[src/rtl/lbr_pkg.sv]
package lbr_pkg;
   localparam int SOF_W = 7;
   localparam int SOL_W = 7;
   localparam int SOR_W = 4;
   localparam int RBG_W = 7;
   localparam int RBF_W = 7;
   localparam int RBP_W = 6;

   typedef struct packed {
      logic [RBP_W-1:0] rb_pr;
      logic [RBF_W-1:0] rb_fr;
      logic [RBG_W-1:0] rb_gr;
      logic [SOR_W-1:0] rot;
      logic [SOL_W-1:0] locals;
      logic [SOF_W-1:0] size;
   } frame_t;

   localparam int FRAME_W = $bits(frame_t);
endpackage

[src/rtl/lbr_target.sv]
module lbr_target #(
   parameter int IP_W   = 64,
   parameter int DISP_W = 60,
   parameter int SHIFT  = 4,
   parameter int STEP   = 16
) (
   input  logic [IP_W-1:0]   ip,
   input  logic [DISP_W-1:0] disp,
   output logic [IP_W-1:0]   target,
   output logic [IP_W-1:0]   fallthru
);
   localparam int SPAN = DISP_W + SHIFT;

   logic [IP_W-1:0] offset;

   generate
      if (SPAN > IP_W) begin : g_bad_span
         $error("lbr_target: scaled displacement wider than IP");
      end
      if (SPAN == IP_W) begin : g_full
         // displacement fills the IP exactly: addition wraps naturally
         assign offset = {disp, {SHIFT{1'b0}}};
      end else begin : g_sext
         assign offset = {{(IP_W-SPAN){disp[DISP_W-1]}}, disp, {SHIFT{1'b0}}};
      end
   endgenerate

   assign target   = ip + offset;
   assign fallthru = ip + IP_W'(STEP);
endmodule

[src/rtl/lbr_frame.sv]
module lbr_frame (
   input  lbr_pkg::frame_t cur,
   output lbr_pkg::frame_t shrunk
);
   always_comb begin
      shrunk        = '0;
      shrunk.size   = cur.size - cur.locals;
   end
endmodule

[src/rtl/lbr_resolve.sv]
module lbr_resolve (
   input  logic vld,
   input  logic feat_ok,
   input  logic stop_follows,
   input  logic pred,
   input  logic is_call,
   input  logic trans_on,
   input  logic early_ua_ok,
   input  logic va_unimpl,
   input  logic pa_unimpl,
   input  logic tb_en,
   output logic taken,
   output logic call_taken,
   output logic ill,
   output logic undef,
   output logic ua,
   output logic tbt
);
   logic proceed;
   logic bad_addr;

   always_comb begin
      ill        = vld && !feat_ok;
      undef      = vld && feat_ok && !stop_follows;
      proceed    = vld && feat_ok && stop_follows;
      taken      = proceed && pred;
      call_taken = taken && is_call;
      bad_addr   = trans_on ? va_unimpl : pa_unimpl;
      ua         = taken && !early_ua_ok && bad_addr;
      tbt        = taken && tb_en;
   end

   always_comb begin

      undef_prio_chk: assert (!(ill && undef));
   end
endmodule

[src/rtl/lbr_call_unit.sv]
module lbr_call_unit #(
   parameter int IP_W   = 64,
   parameter int DISP_W = 60,
   parameter int SHIFT  = 4,
   parameter int LINK_W = 3,
   parameter int EPI_W  = 6,
   parameter int PL_W   = 2
) (
   input  logic                      clk,
   input  logic                      rst_n,
   input  logic                      in_vld,
   input  logic [IP_W-1:0]           cur_ip,
   input  logic [DISP_W-1:0]         disp,
   input  logic                      is_call,
   input  logic                      pred,
   input  logic [LINK_W-1:0]         link_idx,
   input  logic [lbr_pkg::SOF_W-1:0] cf_size,
   input  logic [lbr_pkg::SOL_W-1:0] cf_locals,
   input  logic [lbr_pkg::SOR_W-1:0] cf_rot,
   input  logic [lbr_pkg::RBG_W-1:0] cf_rbgr,
   input  logic [lbr_pkg::RBF_W-1:0] cf_rbfr,
   input  logic [lbr_pkg::RBP_W-1:0] cf_rbpr,
   input  logic [EPI_W-1:0]          epi_cnt,
   input  logic [PL_W-1:0]           cur_pl,
   input  logic                      trans_on,
   input  logic                      tb_en,
   input  logic                      feat_ok,
   input  logic                      early_ua_ok,
   input  logic                      va_unimpl,
   input  logic                      pa_unimpl,
   input  logic                      stop_follows,
   output logic                      out_vld,
   output logic                      ip_redirect,
   output logic [IP_W-1:0]           next_ip,
   output logic                      link_we,
   output logic [LINK_W-1:0]         link_sel,
   output logic [IP_W-1:0]           link_data,
   output logic                      pfs_we,
   output logic [lbr_pkg::FRAME_W-1:0] pfs_frame,
   output logic [EPI_W-1:0]          pfs_epi,
   output logic [PL_W-1:0]           pfs_pl,
   output logic                      frame_we,
   output logic [lbr_pkg::SOF_W-1:0] nf_size,
   output logic [lbr_pkg::SOL_W-1:0] nf_locals,
   output logic [lbr_pkg::SOR_W-1:0] nf_rot,
   output logic [lbr_pkg::RBG_W-1:0] nf_rbgr,
   output logic [lbr_pkg::RBF_W-1:0] nf_rbfr,
   output logic [lbr_pkg::RBP_W-1:0] nf_rbpr,
   output logic                      ill_op,
   output logic                      undef_err,
   output logic                      ua_trap,
   output logic                      tb_trap,
   output logic                      preserve_req
);
   import lbr_pkg::*;

   localparam int BUNDLE_BYTES = 16;

   generate
      if (LINK_W < 1 || EPI_W < 1 || PL_W < 1) begin : g_bad_w
         $error("lbr_call_unit: field widths must be positive");
      end
      if (SOL_W != SOF_W) begin : g_bad_frame
         $error("lbr_call_unit: locals and frame size widths differ");
      end
      if ((1 << SHIFT) != BUNDLE_BYTES) begin : g_bad_shift
         $error("lbr_call_unit: shift must scale to one bundle");
      end
   endgenerate

   frame_t          cur_fr;
   frame_t          new_fr;
   frame_t          nf_q;
   logic [IP_W-1:0] tgt;
   logic [IP_W-1:0] ft;
   logic            taken, call_taken, ill, undef, ua, tbt;

   always_comb begin
      cur_fr.size   = cf_size;
      cur_fr.locals = cf_locals;
      cur_fr.rot    = cf_rot;
      cur_fr.rb_gr  = cf_rbgr;
      cur_fr.rb_fr  = cf_rbfr;
      cur_fr.rb_pr  = cf_rbpr;
   end

   lbr_target #(
      .IP_W(IP_W), .DISP_W(DISP_W), .SHIFT(SHIFT), .STEP(BUNDLE_BYTES)
   ) u_target (
      .ip(cur_ip), .disp(disp), .target(tgt), .fallthru(ft)
   );

   lbr_frame u_frame (.cur(cur_fr), .shrunk(new_fr));

   lbr_resolve u_resolve (
      .vld(in_vld), .feat_ok(feat_ok), .stop_follows(stop_follows),
      .pred(pred), .is_call(is_call), .trans_on(trans_on),
      .early_ua_ok(early_ua_ok), .va_unimpl(va_unimpl),
      .pa_unimpl(pa_unimpl), .tb_en(tb_en),
      .taken(taken), .call_taken(call_taken), .ill(ill),
      .undef(undef), .ua(ua), .tbt(tbt)
   );

   always_ff @(posedge clk or negedge rst_n) begin
      if (!rst_n) begin
         out_vld      <= 1'b0;
         ip_redirect  <= 1'b0;
         next_ip      <= '0;
         link_we      <= 1'b0;
         link_sel     <= '0;
         link_data    <= '0;
         pfs_we       <= 1'b0;
         pfs_frame    <= '0;
         pfs_epi      <= '0;
         pfs_pl       <= '0;
         frame_we     <= 1'b0;
         nf_q         <= '0;
         ill_op       <= 1'b0;
         undef_err    <= 1'b0;
         ua_trap      <= 1'b0;
         tb_trap      <= 1'b0;
         preserve_req <= 1'b0;
      end else begin
         out_vld      <= in_vld;
         ip_redirect  <= taken;
         next_ip      <= taken ? tgt : ft;
         link_we      <= call_taken;
         link_sel     <= link_idx;
         link_data    <= ft;
         pfs_we       <= call_taken;
         pfs_frame    <= cur_fr;
         pfs_epi      <= epi_cnt;
         pfs_pl       <= cur_pl;
         frame_we     <= call_taken;
         nf_q         <= call_taken ? new_fr : cur_fr;
         ill_op       <= ill;
         undef_err    <= undef;
         ua_trap      <= ua;
         tb_trap      <= tbt;
         preserve_req <= call_taken;
      end
   end

   assign nf_size   = nf_q.size;
   assign nf_locals = nf_q.locals;
   assign nf_rot    = nf_q.rot;
   assign nf_rbgr   = nf_q.rb_gr;
   assign nf_rbfr   = nf_q.rb_fr;
   assign nf_rbpr   = nf_q.rb_pr;


   out_vld_chk: assert property (@(posedge clk) disable iff (!rst_n)
      in_vld |=> out_vld);


   not_taken_chk: assert property (@(posedge clk) disable iff (!rst_n)
      (in_vld && feat_ok && stop_follows && !pred) |=> (!ip_redirect && !frame_we && !link_we));


   call_commit_chk: assert property (@(posedge clk) disable iff (!rst_n)
      (in_vld && feat_ok && stop_follows && pred && is_call)
         |=> (link_we && pfs_we && frame_we && preserve_req && ip_redirect));


   ill_quiet_chk: assert property (@(posedge clk) disable iff (!rst_n)
      ill_op |-> !(link_we || pfs_we || frame_we || ip_redirect || ua_trap || tb_trap || preserve_req));


   ua_redirect_chk: assert property (@(posedge clk) disable iff (!rst_n)
      ua_trap |-> (ip_redirect && out_vld));


   tb_redirect_chk: assert property (@(posedge clk) disable iff (!rst_n)
      tb_trap |-> (ip_redirect && out_vld));
endmodule

[config.mk]
export PLATFORM = sky130hd
export DESIGN_NAME = lbr_call_unit
export DESIGN_NICKNAME = d
export VERILOG_FILES = /design/src/rtl/lbr_pkg.sv /design/src/rtl/lbr_target.sv /design/src/rtl/lbr_frame.sv /design/src/rtl/lbr_resolve.sv /design/src/rtl/lbr_call_unit.sv
export SDC_FILE = /design/constraint.sdc
export NUM_CORES = 1
export LEC_CHECK = 0
export ABC_AREA = 1
export BUFFER_PORTS_ARGS = -buffer_cell sky130_fd_sc_hd__buf_2
export CORE_MARGIN = 4
export CORE_UTILIZATION = 50
export DETAILED_ROUTE_END_ITERATION = 8
export PLACE_DENSITY = 0.77
export RECOVER_POWER = 25
export REMOVE_ABC_BUFFERS = 1
export SKIP_LAST_GASP = 1
export SLEW_MARGIN = 40
export SYNTH_ARGS = -nofsm -noshare
export SYNTH_HDL_FRONTEND = slang
export SYNTH_HIERARCHICAL = 1
export SYNTH_SLANG_ARGS = --single-unit
[constraint.sdc]
create_clock -name clk -period 1.4 [get_ports clk]
set_clock_uncertainty 0.15 [all_clocks]
set_input_delay 0.21 -clock clk [delete_from_list [all_inputs] [get_ports clk]]
set_output_delay 0.21 -clock clk [all_outputs]
set_load 0.1 [all_outputs]
==> results of run 1 <==
==> through the flow <==
stage               setup slack, ns  setup TNS [ns]  util [%]  hold WS, ns  instances
global placement             -0.961          -73.94      80.9      -0.0254       3297
detailed placement            -1.05          -84.31      80.9      -0.0221       3297
floorplan                     -1.63         -117.81         -       -0.236       2112
==> kinds of logic after synthesis <==
group	Yosys count	share of synthesized area, %
AO/OA/AOI/OAI	65	2.46
XOR/XNOR	92	5.50
adder cells (fa/ha/maj)	68	5.91
buffers and inverters	386	11.5
flip-flops	222	37.9
other	1	0.0256
AND/OR/NAND/NOR	1311	36.7
==> impl_metrics.tcl, run 1 <==
set metrics [dict create \
    place.port_buffers 409 \
    synth.most_common_cell "nand2_1" \
    synthArstFlopShare_pct 100 \
    post_synth_num_cell_types 37 \
    numCtsBuffers 25 \
    avgSynthCellArea_um2 6.83 \
    die_h_um 179 \
    synth_area_leaders "dfrtp_1 38%, nand2_1 24%, inv_1 8.0%" \
    ctsHtreeMaxLevel 1 \
    cts_root_buf "clkbuf_16" \
    dpl_cell_area_mm2 0.0233 \
    yosys_warnings 6 \
    ys.flop_type "dfrtp_1" \
    synth_edf_count 0 \
    yosysSeqAreaShare_pct 37.9 \
    cts_sinks 222 \
    cts_setup_buffers 63 \
    clk_path_buf_depth 3 \
    syn-cell-area_mm2 0.0147 \
    yosys-top-cells-count "938 x nand2_1, 311 x inv_1, 222 x dfrtp_1, 185 x nor2_1, 88 x nand3_1" \
    io-pin-count 410 \
    initial_core_util_pct 50.9 \
    syn_inst 2145 \
    globalplace.congestion 1.07 \
    outcome "did not finish" \
    error "[ERROR DPL-0038] Utilization greater than 100%, impossible to legalize" \
    placementRows 62 \
    synth_top_cell_area_share_pct 37.9 \
    flow.stopped_at "4_1_cts" \
    ys_ff_latch 222 \
    cts-resized-gates 817 \
    synth_area_leader_cell "dfrtp_1" \
    cts_hold_buffers 79 \
    dp_hpwl_um 57300 \
    die_x_um 179 \
]
==> run 2: changes to the inputs <==
- CORE_UTILIZATION: 50 -> 35
- PLACE_DENSITY: 0.77 -> not set
- PLACE_DENSITY_LB_ADDON: not set -> 0.15
==> impl_metrics.tcl, run 2 <==
set metrics [dict create \
    outcome "finished, violations left" \
    violations "negative hold slack, negative setup slack" \
    finalHoldViolCount 2 \
    viasPerCell 4.91 \
    numCtsBuffers 26 \
    die_h_um 213 \
    path_buf_inv 2 \
    synth.most_common_cell "nand2_1" \
    crit_fanout 4 \
    post_drt_wl_per_cell_um 20.9 \
    dp_hpwl_um 57600 \
    grt_first_pass_wirelength_um 107000 \
    final_common_cell "nand2_1" \
    cp-start-kind "flip-flop" \
    io-pin-count 410 \
    cts_root_buf "clkbuf_16" \
    clk_path_buf_depth 3 \
    final_util_pct 75.7 \
    drc 0 \
    post_synth_num_cell_types 37 \
    syn-cell-area_mm2 0.0147 \
    fmax_ghz 0.626 \
    synth_area_leader_cell "dfrtp_1" \
    finalNonFillerCells 3699 \
    max_cap_violations 0 \
    worstMarginPinSlew_ns 0.561 \
    layout_setup_ws_ns -0.198 \
    avgSynthCellArea_um2 6.83 \
    cts_sinks 222 \
    overflow 0 \
    ctsHtreeMaxLevel 1 \
    rsz0062_at_grt "true" \
    dieArea_mm2 0.0452 \
    leakage_uw 0.0157 \
    ys.flop_type "dfrtp_1" \
    final_cell_mix "598 x nand2_1, 395 x buf_4, 252 x inv_1" \
    drtPass1Iterations 5 \
    antenna_found_initial 2 \
    cp-end-kind "output pin" \
    whs_ns -0.0662 \
    slew_viol_final 0 \
    top_regs "link_data: 64 flops, next_ip: 64 flops, pfs_frame: 38 flops" \
    synth_area_leaders "dfrtp_1 38%, nand2_1 24%, inv_1 8.0%" \
    yosys-top-cells-count "938 x nand2_1, 311 x inv_1, 222 x dfrtp_1, 185 x nor2_1, 88 x nand3_1" \
    setup_viol 285 \
    p_per_area_mw_per_mm2 851 \
    final_nets 3399 \
    gr-usage-all-layers_pct 31.1 \
    core_area_mm2 0.0411 \
    initial_core_util_pct 35.7 \
    yosysSeqAreaShare_pct 37.9 \
    synthArstFlopShare_pct 100 \
    cp_slowest_cell "dfrtp_1" \
    yosys_warnings 6 \
    first_global_vias 18100 \
    finalCritPeriodShare_pct 114 \
    grt_max_degree 52 \
    syn_inst 2145 \
    die_x_um 213 \
    arrival_ns 1.24 \
    synth_edf_count 0 \
    critPathTopFamily "flip-flops" \
    globalplace.congestion 0.968 \
    p_total_uw 26500 \
    required_ns 1.04 \
    drive_gt1_share_pct 53.8 \
    ant_nets 0 \
    synth_top_cell_area_share_pct 37.9 \
    holdCritPathClass "input pin to flip-flop" \
    drt-initial-drc-count 1301 \
    area_growth_pct 112 \
    cts_tree "built" \
    placementRows 74 \
    routed_wl_um 77200 \
    vdd_drop_max_mv 0.816 \
    max_slew_margin_pct 62.3 \
    cpPeakStageDelay_ns 0.37 \
    dp.cells 3476 \
    place.port_buffers 409 \
    num_vias 18100 \
    min_period_ns 1.60 \
    cts.reportedPaths.clkPinSlew_ns 0.06 \
    ys_ff_latch 222 \
    critical_path_class "flip-flop to output pin" \
    path_cells "buf_6, buf_12" \
]
-- run 2: repair_timing --
action	in CTS	in global routing
setup endpoints to repair	308	474
hold buffers	93	9
buffers inserted	37	48
pin swaps	143	334
gates resized for setup	602	609
cloned	0	2
hold endpoints to repair	363	14
-- run 2: power by group --
group | leakage, uW | total (uW) | internal, uW | switching (uW)
sequential | 0.00260 | 7160 | 6810 | 356
clock | 0.000420 | 7130 | 4200 | 2930
combinational | 0.0127 | 12200 | 4850 | 7330
total | 0.0157 | 26500 | 15900 | 10600
-- run 2: area by class of cell --
| class | instances | area (um2) |
|---|---|---|
| Antenna cell | 2 | 5.00 |
| Timing Repair Buffer | 1006 | 11000 |
| Fill cell | 2832 | 9990 |
| Sequential cell | 222 | 5560 |
| Clock buffer | 33 | 718 |
| Multi-Input combinational cell | 1567 | 11700 |
| Tap cell | 532 | 666 |
| Clock inverter | 14 | 169 |
| Inverter | 323 | 1250 |
-- run 2: worst paths after layout --
check	start	end	slack, ns	cells past startpoint
max in group asynchronous	rst_n	ill_op$_DFF_PN0_	0.04	4
max	preserve_req$_DFF_PN0_	preserve_req	-0.20	2
min	pred	ua_trap$_DFF_PN0_	-0.07	4
min in group asynchronous	rst_n	next_ip[8]$_DFF_PN0_	0.48	3
-- run 2: stage by stage --
step                      TNS (ns)  instance area (um2)  hold WS [ns]  setup slack, ns
final                       -26.80                31100       -0.0662           -0.198
after global routing        -38.90                31100       -0.0600           -0.252
after CTS                   -29.72                28400       -0.0770           -0.226
after detailed placement    -82.47                23700       -0.0732            -1.11
after global placement      -81.63                23700       -0.0728            -1.09
after floorplan            -117.81                14300        -0.236            -1.63
-- run 2: worst min-delay path, stage by stage --
cell and delay, ns:
buf_2 0.11, nand4_4 0.12, buf_4 0.12, nor2_1 0.04
-- run 2: cell families (layout without fill, tap and decap cells) --
kind of cell | Yosys count | count (layout) | share of synthesized area [%]
AO/OA/AOI/OAI | 65 | 65 | 2.46
XOR/XNOR | 92 | 92 | 5.50
adder cells (fa/ha/maj) | 68 | 68 | 5.91
buffers and inverters | 386 | 1376 | 11.5
flip-flops | 222 | 222 | 37.9
other | 1 | 33 | 0.0256
AND/OR/NAND/NOR | 1311 | 1311 | 36.7
-- run 2: routing by layer --
layer | part of all wire [%] | track usage (%)
met2 | 48 | 53.5
met5 | 0 | 0
met1 | 39 | 40.1
met3 | 7.8 | 5.06
met4 | 4.7 | 10.3
No activity file was read; power rests on OpenSTA's default activity.
